--- src/rtl/lcdt_pkg.sv ---
package lcdt_pkg;

    // One-hot so every panel strobe maps onto one flop bit of the state.
    typedef enum logic [3:0] {
        ST_SHIFT_LO = 4'b0001,
        ST_SHIFT_HI = 4'b0010,
        ST_LATCH    = 4'b0100,
        ST_HOLD     = 4'b1000
    } lcd_state_e;

    function automatic int safe_clog2(input int n);
        return (n > 1) ? $clog2(n) : 1;
    endfunction

endpackage

--- src/rtl/lcdt_tick.sv ---
module lcdt_tick #(
    parameter int DIV = 25,
    localparam int CW = lcdt_pkg::safe_clog2(DIV)
) (
    input  logic clk,
    input  logic rst,
    output logic tick,
    output logic phase0
);

    logic [CW-1:0] cnt_q;

    assign tick   = (cnt_q == CW'(DIV - 1));
    assign phase0 = (cnt_q == '0);

    always_ff @(posedge clk) begin
        if (rst) begin
            cnt_q <= '0;
        end else if (tick) begin
            cnt_q <= '0;
        end else begin
            cnt_q <= cnt_q + 1'b1;
        end
    end

    // the divider never runs past its terminal count
    p_div_range_r3: assert property (@(posedge clk) disable iff (rst)
        tick |=> phase0);

endmodule

--- src/rtl/lcdt_fb.sv ---
module lcdt_fb #(
    parameter int DEPTH = 512,
    localparam int AW = lcdt_pkg::safe_clog2(DEPTH)
) (
    input  logic          clk,
    input  logic          rd_en,
    input  logic [AW-1:0] rd_addr,
    output logic [3:0]    rd_data,
    input  logic          wr_en,
    input  logic [AW-1:0] wr_addr,
    input  logic [3:0]    wr_data
);

    logic [3:0] mem [DEPTH];
    logic       wr_ok;

    // Display read has priority over the host on the single port.
    assign wr_ok = wr_en && !rd_en && (32'(wr_addr) < DEPTH);

    always_ff @(posedge clk) begin
        if (rd_en) begin
            rd_data <= mem[rd_addr];
        end else if (wr_ok) begin
            mem[wr_addr] <= wr_data;
        end
    end

endmodule

--- src/rtl/lcdt_polguard.sv ---
module lcdt_polguard #(
    parameter int ARM = 2,
    localparam int NW = lcdt_pkg::safe_clog2(ARM + 1)
) (
    input  logic clk,
    input  logic rst,
    input  logic pol_in,
    output logic drive_en
);

    logic          prev_q;
    logic [NW-1:0] seen_q;
    logic          flip;

    assign flip     = pol_in ^ prev_q;
    assign drive_en = (seen_q == NW'(ARM));

    always_ff @(posedge clk) begin
        if (rst) begin
            prev_q <= 1'b0;
            seen_q <= '0;
        end else begin
            prev_q <= pol_in;
            if (flip && !drive_en) begin
                seen_q <= seen_q + 1'b1;
            end
        end
    end

    // the enable only arms right after a seen polarity inversion
    p_arm_on_flip_r7: assert property (@(posedge clk) disable iff (rst)
        $rose(drive_en) |-> $past(pol_in) != $past(prev_q));

    // once armed it stays armed until reset
    p_arm_sticky_r7: assert property (@(posedge clk) disable iff (rst)
        drive_en |=> drive_en);

endmodule

--- src/rtl/lcdt_seq.sv ---
module lcdt_seq
    import lcdt_pkg::*;
#(
    parameter int NIB  = 16,
    parameter int ROWS = 32,
    localparam int WORDS = NIB * ROWS,
    localparam int AW    = safe_clog2(WORDS),
    localparam int CW    = safe_clog2(NIB),
    localparam int RW    = safe_clog2(ROWS)
) (
    input  logic          clk,
    input  logic          rst,
    input  logic          tick,
    input  logic          phase0,
    output logic          rd_en,
    output logic [AW-1:0] rd_addr,
    input  logic [3:0]    rd_data,
    output logic [3:0]    pix_nib,
    output logic          shift_clk,
    output logic          row_latch,
    output logic          frame_mark,
    output logic          polarity
);

    lcd_state_e    state_q, state_d;
    logic [CW-1:0] col_q;
    logic [RW-1:0] row_q;
    logic [AW-1:0] addr_q;
    logic          last_col, last_row, last_addr;

    assign last_col  = (col_q  == CW'(NIB - 1));
    assign last_row  = (row_q  == RW'(ROWS - 1));
    assign last_addr = (addr_q == AW'(WORDS - 1));

    assign rd_en     = (state_q == ST_SHIFT_LO) && phase0;
    assign rd_addr   = addr_q;
    assign shift_clk = (state_q == ST_SHIFT_HI);
    assign row_latch = (state_q == ST_LATCH);

    // State register
    always_ff @(posedge clk) begin
        if (rst) begin
            state_q <= ST_SHIFT_LO;
        end else begin
            state_q <= state_d;
        end
    end

    // Next state
    always_comb begin
        state_d = state_q;
        if (tick) begin
            unique case (state_q)
                ST_SHIFT_LO: state_d = ST_SHIFT_HI;                          // T_RISE
                ST_SHIFT_HI: state_d = last_col ? ST_LATCH : ST_SHIFT_LO;    // T_ROW_END / T_NEXT_COL
                ST_LATCH:    state_d = ST_HOLD;                              // T_LATCH_DROP
                ST_HOLD:     state_d = ST_SHIFT_LO;                          // T_NEXT_ROW
                default:     state_d = ST_SHIFT_LO;
            endcase
        end
    end

    // Outputs and datapath
    always_ff @(posedge clk) begin
        if (rst) begin
            col_q      <= '0;
            row_q      <= '0;
            addr_q     <= '0;
            pix_nib    <= '0;
            frame_mark <= 1'b0;
            polarity   <= 1'b0;
        end else begin
            if (rd_en) begin
                addr_q <= last_addr ? '0 : addr_q + 1'b1;
            end
            if (tick) begin
                unique case (state_q)
                    ST_SHIFT_LO: pix_nib <= rd_data;
                    ST_SHIFT_HI: begin
                        if (!last_col) begin
                            col_q <= col_q + 1'b1;
                        end else if (row_q == '0) begin
                            frame_mark <= 1'b1;
                            polarity   <= ~polarity;
                        end
                    end
                    ST_LATCH: begin
                    end
                    ST_HOLD: begin
                        frame_mark <= 1'b0;
                        col_q      <= '0;
                        row_q      <= last_row ? '0 : row_q + 1'b1;
                    end
                    default: begin
                    end
                endcase
            end
        end
    end

    // column clock idle while the row latch is high
    p_clk_idle_r4: assert property (@(posedge clk) disable iff (rst)
        row_latch |-> !shift_clk);

    // data held across the sampling edge
    p_data_hold_r2: assert property (@(posedge clk) disable iff (rst)
        $fell(shift_clk) |-> $stable(pix_nib));

    // polarity only moves together with the frame marker rising
    p_pol_with_mark_r6: assert property (@(posedge clk) disable iff (rst)
        (polarity != $past(polarity)) |-> $rose(frame_mark));

    // marker only ever rises with the row latch
    p_mark_on_latch_r5: assert property (@(posedge clk) disable iff (rst)
        $rose(frame_mark) |-> row_latch);

    // the first fetch of a frame reads word 0
    p_addr_wrap_r8: assert property (@(posedge clk) disable iff (rst)
        (rd_en && row_q == '0 && col_q == '0) |-> (addr_q == '0));

endmodule

--- src/rtl/lcd_refresh_ctrl.sv ---
module lcd_refresh_ctrl #(
    parameter int WIDTH       = 64,
    parameter int HEIGHT      = 32,
    parameter int CLK_DIV     = 25,
    parameter int ARM_TOGGLES = 2,
    localparam int NIB   = WIDTH / 4,
    localparam int WORDS = NIB * HEIGHT,
    localparam int AW    = lcdt_pkg::safe_clog2(WORDS)
) (
    input  logic          clk,
    input  logic          rst,
    input  logic          host_wr_en,
    input  logic [AW-1:0] host_wr_addr,
    input  logic [3:0]    host_wr_data,
    output logic          host_wr_busy,
    output logic [3:0]    lcd_data,
    output logic          lcd_shift_clk,
    output logic          lcd_row_latch,
    output logic          lcd_frame_mark,
    output logic          lcd_polarity,
    output logic          lcd_drive_en
);

    generate
        if (CLK_DIV < 2 || (WIDTH % 4) != 0 || WIDTH < 8 || HEIGHT < 2 || ARM_TOGGLES < 1) begin : g_bad_cfg
            $error("lcd_refresh_ctrl: unsupported geometry or divider");
        end
    endgenerate

    logic          tick, phase0;
    logic          rd_en;
    logic [AW-1:0] rd_addr;
    logic [3:0]    rd_data;

    lcdt_tick #(.DIV(CLK_DIV)) u_tick (
        .clk    (clk),
        .rst    (rst),
        .tick   (tick),
        .phase0 (phase0)
    );

    lcdt_fb #(.DEPTH(WORDS)) u_fb (
        .clk     (clk),
        .rd_en   (rd_en),
        .rd_addr (rd_addr),
        .rd_data (rd_data),
        .wr_en   (host_wr_en),
        .wr_addr (host_wr_addr),
        .wr_data (host_wr_data)
    );

    lcdt_seq #(.NIB(NIB), .ROWS(HEIGHT)) u_seq (
        .clk        (clk),
        .rst        (rst),
        .tick       (tick),
        .phase0     (phase0),
        .rd_en      (rd_en),
        .rd_addr    (rd_addr),
        .rd_data    (rd_data),
        .pix_nib    (lcd_data),
        .shift_clk  (lcd_shift_clk),
        .row_latch  (lcd_row_latch),
        .frame_mark (lcd_frame_mark),
        .polarity   (lcd_polarity)
    );

    lcdt_polguard #(.ARM(ARM_TOGGLES)) u_guard (
        .clk      (clk),
        .rst      (rst),
        .pol_in   (lcd_polarity),
        .drive_en (lcd_drive_en)
    );

    assign host_wr_busy = rd_en;

    // the stall window sits in the low phase of the column clock
    p_busy_low_phase_r9: assert property (@(posedge clk) disable iff (rst)
        host_wr_busy |-> (!lcd_shift_clk && !lcd_row_latch));

    // no bias enable while polarity has never left its reset value
    p_no_bias_early_r7: assert property (@(posedge clk) disable iff (rst)
        lcd_drive_en |-> $past(lcd_drive_en) || $past(lcd_polarity) != $past(lcd_polarity, 2));

endmodule

--- config.mk ---
export PLATFORM = sky130hd
export DESIGN_NAME = lcd_refresh_ctrl
export DESIGN_NICKNAME = d
export VERILOG_FILES = /design/src/rtl/lcdt_pkg.sv /design/src/rtl/lcdt_tick.sv /design/src/rtl/lcdt_fb.sv /design/src/rtl/lcdt_polguard.sv /design/src/rtl/lcdt_seq.sv /design/src/rtl/lcd_refresh_ctrl.sv
export SDC_FILE = /design/constraint.sdc
export NUM_CORES = 2
export LEC_CHECK = 0
export BUFFER_PORTS_ARGS = -buffer_cell sky130_fd_sc_hd__buf_2
export CORE_MARGIN = 2
export CORE_UTILIZATION = 40
export CTS_BUF_LIST = sky130_fd_sc_hd__clkbuf_4 sky130_fd_sc_hd__clkbuf_8 sky130_fd_sc_hd__clkbuf_16
export DETAILED_ROUTE_END_ITERATION = 16
export PLACE_DENSITY = 0.62
export SYNTH_ARGS = -nofsm -noshare
export SYNTH_HDL_FRONTEND = slang
export SYNTH_HIERARCHICAL = 1
export SYNTH_SLANG_ARGS = --single-unit
export TNS_END_PERCENT = 30
--- constraint.sdc ---
create_clock -name clk -period 4 [get_ports clk]
set_clock_uncertainty 0.2 [all_clocks]
set_input_delay 0.2 -clock clk [delete_from_list [all_inputs] [get_ports clk]]
set_output_delay 0.2 -clock clk [all_outputs]
set_load 0.01 [all_outputs]
Word level (Yosys, flattened, before mapping)
Memories as Yosys holds them, arrays and structs flattened. A register that Yosys moved wholly into a read port is not among the register bits.
Index checks and enable logic that the tools add are counted.
{"block": "totals", "regBits": 36, "latch_bits": 0, "ramBits": 2048, "romBits": 0, "in_bits": 16, "mem_count": 1}
{"name": "u_fb.mem", "depth": 512, "width": 4, "rd": 1, "rd_ports_with_merged_regs": 1, "write_ports": 1, "line_no": "lcdt_fb.sv:14", "text": "logic [3:0] mem [DEPTH];"}
{"block": "op_classes", "addsub": 5, "n_mul": 0, "div": 0, "order_cmp": 0, "n_eq_ne": 12, "shifts": 0, "n_mux": 12, "bitwise": 2, "n_reduce_logical": 14}
{"cell": "$pmux W4 S3", "count": 1}
{"cell": "$add A5 B1 Y5 const B", "count": 2}
{"cell": "$eq A5 B5 Y1 const B", "count": 2}
{"cell": "$logic_not A5 Y1", "count": 2}
{"cell": "$add A9 B1 Y9 const B", "count": 1}
{"cell": "$eq A9 B9 Y1 const B", "count": 1}
{"cell": "$mux W9", "count": 1}
{"cell": "$eq A4 B4 Y1 const B", "count": 2}
{"cell": "$pmux W4 S2", "count": 1}
{"cell": "$reduce_and A4 Y1", "count": 2}
{"cell": "$mux W1", "count": 5}
{"cell": "$mux W5", "count": 1}
{"cell": "$add A4 B1 Y4 const B", "count": 1}
{"cell": "$eq A4 B1 Y1 const B", "count": 1}
{"cell": "$eq A4 B2 Y1 const B", "count": 1}
{"cell": "$eq A4 B3 Y1 const B", "count": 1}
{"cell": "$mux W4", "count": 1}
{"cell": "$ne A2 B1 Y1 const B", "count": 2}
{"cell": "$reduce_and A2 Y1", "count": 2}
{"cell": "$logic_and A1 B1 Y1", "count": 3}
{"cell": "$mux W3", "count": 1}
{"cell": "$reduce_and A3 Y1", "count": 1}
{"cell": "$add A2 B1 Y2 const B", "count": 1}
{"cell": "$eq A2 B2 Y1 const B", "count": 1}
{"cell": "other kinds (7)", "count": 8}

Logic depth before layout (Yosys ltp)
{"block": "depth", "word_depth": 7, "depth_mapped": 12, "mapped_depth_nobuf": 10}

By module
Netlist, hierarchy kept.
{"mod": "lcdt_fb", "n_inst": 1, "cells_per_inst": 4400, "area_each_um2": 81672.1}
{"mod": "lcdt_seq", "n_inst": 1, "cells_per_inst": 173, "area_each_um2": 1471.4}
{"mod": "lcdt_tick", "n_inst": 1, "cells_per_inst": 24, "area_each_um2": 279.0}
{"mod": "lcdt_polguard", "n_inst": 1, "cells_per_inst": 14, "area_each_um2": 140.1}

Worst setup path before layout
Ideal clock, no wire load.
{"block": "synth_timing", "kind": "register -> register", "from": "reg u_seq.state_q[1]", "to": "mem u_fb.mem[271][0] (enable)", "setup_time_ns": 0.269, "t_arrival_ns": 2.542, "setup_slack_ns": 0.989, "stages_incl_launch_ff": 11, "period_less_slack_ns": 3.011, "path_cell_list": "dfxtp_1 > buf_6 > or4b_1 > buf_2 > clkbuf_1 > nor2_1 > nor2b_1 > and3_1 > nand3_1 > clkbuf_1 > nor2_1"}
{"block": "synth_between", "elab_chain_cells": 7}
{"item": "start, declared", "line_no": "lcdt_seq.sv:25", "text": "lcd_state_e state_q, state_d;"}
{"item": "start signal, assigned", "line_no": "lcdt_seq.sv:45", "text": "state_q <= state_d;"}
{"item": "$eq A4 B1 Y1 *", "line_no": "lcdt_seq.sv:35", "text": "assign rd_en = (state_q == ST_SHIFT_LO) && phase0;"}
{"item": "$logic_and A1 B1 Y1 *", "line_no": "lcdt_seq.sv:35"}
{"item": "net host_wr_busy", "line_no": "lcd_refresh_ctrl.sv:15", "text": "output logic host_wr_busy,"}
{"item": "$logic_not A1 Y1", "line_no": "lcdt_fb.sv:18", "text": "assign wr_ok = wr_en && !rd_en && (32'(wr_addr) < DEPTH);"}
{"item": "$logic_and A1 B1 Y1", "line_no": "lcdt_fb.sv:18"}
{"item": "$mux W1", "line_no": "lcdt_fb.sv:23", "text": "end else if (wr_ok) begin"}
{"item": "$mux W1 *", "line_no": "lcdt_fb.sv:21", "text": "if (rd_en) begin"}
{"item": "$mux W1 (not written as such) *", "line_no": "lcdt_fb.sv:24", "text": "mem[wr_addr] <= wr_data;"}
{"item": "end, declared", "line_no": "lcdt_fb.sv:14"}
The timed path passes the listed nets; every way through them passes the cells marked *.

==> run_results.csv <==
group,metric,value,unit
run_status,status,"finished, final reports clean",
setup_path,reg2reg_slack,0.23,ns
cts,htree_levels,4,
cts,tritoncts,"done",
placed_design,dp_hpwl,126500,um
synth,synthFlopType,"edfxtp_1",
placed_design,dpl_cell_area,87590,um2
timing,tightest_slew,1.054,ns
route,num_vias,44562,
global_routing,met3_usage,2.935,%
pwr,vdd_drop_max,0.5570,mV
synth,syn_area_per_cell,18.12,um2
route,wl_per_cell,26.96,um
route,drc_errors,0,
route,routed_wl,206700,um
timing,fin_crit_sh,94.30,%
synth,yosysMostFrequentCell,"edfxtp_1",
global_routing,grt-ovfl-total,0,
route,ant_nets,0,
global_routing,antenna_found_initial,5,
global_routing,grt_usage,19.30,%
synth,ys_seq_elements,2088,
floorplanning,fp.dieArea,212600,um2
floorplanning,die_x,461.1,um
setup_path,start_kind,"flop",
route,via_per_inst,5.812,
setup_path,crit_chain,"buf_12, buf_4, mux2i_1, o221ai_1, o22ai_1, a222oi_1, nand3_1, nand4_1, and4_1",
timing,finalSetupTns,0,ns
synth,synth_edf_count,2052,
timing,slew-limit-headroom,29.75,%
floorplanning,pin_count,26,
cells_and_area,drive_gt1_share,18.33,%
cts,clk_latency,0.84,ns
cts,ctsLongestPathBuffers,3,
timing,post-route-min-period,3.772,ns
route,drt_iter0_drc,5279,
job,max-cap-violations,0,
placed_design,pre_cts_slack,0.2189,ns
timing,rsz0062_at_grt,"no",
global_routing,use_met2,31.08,%
setup_path,critPathTopFamily,"compound AO/OA/AOI/OAI gates",
synth,yosysUniqueCellTypes,78,
synth,syn_area,83560,um2
synth,ys_top_cells_by_count,"edfxtp_1 (2052), nor2_1 (569), mux2i_1 (403), mux4_2 (321), o221ai_1 (170)",
pwr,powerDensity,493.3,nW/um2
synth,yosysSeqAreaShare,74.60,%
global_routing,grt_pass1_wl,303700,um
cells_and_area,final_area,94550,um2
floorplanning,fp.dieH,461.1,um
timing,setup_slack,0.2282,ns
floorplanning,core_area,207300,um2
cells_and_area,area_growth,13.15,%
pwr,cellLeakagePower,28.59,nW
cts,clock-sinks,2088,
placed_design,gp_congestion,0.8465,
global_routing,grt-busiest-layer,"met2",
floorplanning,initial_core_util,40.31,%
route,dr.pass1.iters,8,
synth,async_reset_ff_share,0,%
synth,ys_top_cells_by_area,"edfxtp_1 (74%), mux4_2 (8.7%), mux2i_1 (4.8%)",
global_routing,first_global_vias,44483,
setup_path,path_buf_inv,2,
cts,ctsResizeCount,0,
timing,setup_viol,0,
synth,yosys.area.top_type,"edfxtp_1",
synth,synth_cells,4611,
global_routing,grt_start_max_net_pins,149,
placed_design,io_buffers,25,
timing,final_max_slew_viol_count,0,
cells_and_area,fin_nets,4737,
timing,max_freq,265.1,MHz
setup_path,cp_max_fo,23,
hold_path,hold_path_class,"in2reg",
setup_path,end_kind,"flop",
setup_path,path_class,"reg2reg",
cts,cts-root-buf,"clkbuf_16",
synth,yosys_warnings,6,
global_routing,use_met1,27.15,%
pwr,finalPower,46.64,mW
cts,numCtsBuffers,202,
setup_path,arrival,4.28,ns
setup_path,slowest_stage,"a222oi_1",
timing,finalHoldViolations,0,
cts,cts.clk_slew.worst_paths,0.06,ns
synth,synth_top_area_share,73.74,%
setup_path,max_stage_delay,0.77,ns
synth,synth_nets,4637,
setup_path,required,4.51,ns
floorplanning,rows,167,
-- power breakdown --
| group | internal (mW) | switching, mW |
|---|---|---|
| clock network | 11.4 | 8.06 |
| logic | 1.35 | 1.76 |
| registers | 24.0 | 0.0442 |
-- what timing repair did --
| item | 4_1_cts | 5_1_grt |
|---|---|---|
| hold buffers | 11 | 0 |
| setup buffers | 0 | 0 |
| hold endpoints to repair | 928 | 0 |
-- final timing paths --
kind / start / end / cells past startpoint
setup / recovery: u_seq/rd_addr[0] / u_fb/rd_data[1] / 9
hold reg to reg: u_seq/col_q[1] / u_seq/col_q[1] / 2
setup reg to reg: u_seq/rd_addr[0] / u_fb/rd_data[1] / 9
hold / removal: host_wr_addr[0] / u_fb/mem[157][2] / 5
-- cells in the final DEF, fill, tap and decap left out, drive strengths merged, types with 18 or more instances in the layout --
master / synthesis / routed
nor2: 570 / 570
a22oi: 18 / 18
mux2i: 403 / 403
nor4: 29 / 29
o221ai: 170 / 170
nor3: 64 / 64
edfxtp: 2052 / 2052
o21ai: 56 / 56
o22ai: 81 / 81
nand3: 50 / 50
clkbuf: 161 / 256
dfxtp: 36 / 36
nand2: 113 / 113
a21oi: 109 / 109
bufinv: 0 / 24
clkinv: 1 / 76
buf: 149 / 195
mux4: 327 / 327
-- registers in the layout (all words and copies together) (netlist names) --
signal / flops
u_seq/frame_mark: 1
u_fb/mem: 2048
u_seq/col_q: 4
u_seq/pix_nib: 4
u_seq/rd_addr: 9
u_guard/seen_q: 2
u_seq/polarity: 1
u_fb/rd_data: 4
u_seq/state_q: 4
u_tick/cnt_q: 5
u_seq/row_q: 5
u_guard/prev_q: 1
-- per-stage QoR --
step | instances | hold slack (ns) | utilization (%)
final | 7667 | 0.06986 | 45.62
after global routing | 7666 | 0.07085 | 45.62
after CTS | 7665 | 0.01557 | 45.61
after detailed placement | 7284 | 0.2711 | 42.26
after global placement | 7284 | 0.2635 | 42.26
after floorplan | 4611 | 0.06951 | -
-- cell families (layout without fill, tap and decap cells) --
kind of cell / after synthesis / after routing / share of synthesized area (%)
flip-flops: 2088 / 2088 / 74.60
AND/OR/NAND/NOR: 931 / 931 / 4.923
multiplexers: 736 / 736 / 13.75
AO/OA/AOI/OAI: 522 / 522 / 4.413
buffers and inverters: 321 / 587 / 2.132
adder cells (fa/ha/maj): 10 / 10 / 0.1497
XOR/XNOR: 3 / 3 / 0.03145
other: 0 / 2 / 0
-- worst reg2reg max path, delay by kind of cell (launching register included) --
family          cells  cell delay, ns
flops               1            0.62
buf+inv             2            0.67
simple gates        3            0.83
compound gates      3            1.18
mux                 1            0.14
-- final cells by class --
type / count / area (um2)
inverters: 11 / 45.04
diodes: 2 / 5.005
clock buffers: 256 / 5560
multi-input cells: 2202 / 19560
clock inverters: 114 / 1291
well taps: 2788 / 3488
fillers: 17577 / 112700
flip-flops and latches: 2088 / 62360
repair buffers: 206 / 2252
-- per-layer routing --
layer	vias up	part of all wire, %	wire length [um]
met5	-	0	0
met4	0	2.9	6086
met3	341	7.9	16420
met2	2024	48	98810
met1	23236	41	85350
li1	18961	-	-
(Power assumes the default switching activity.)
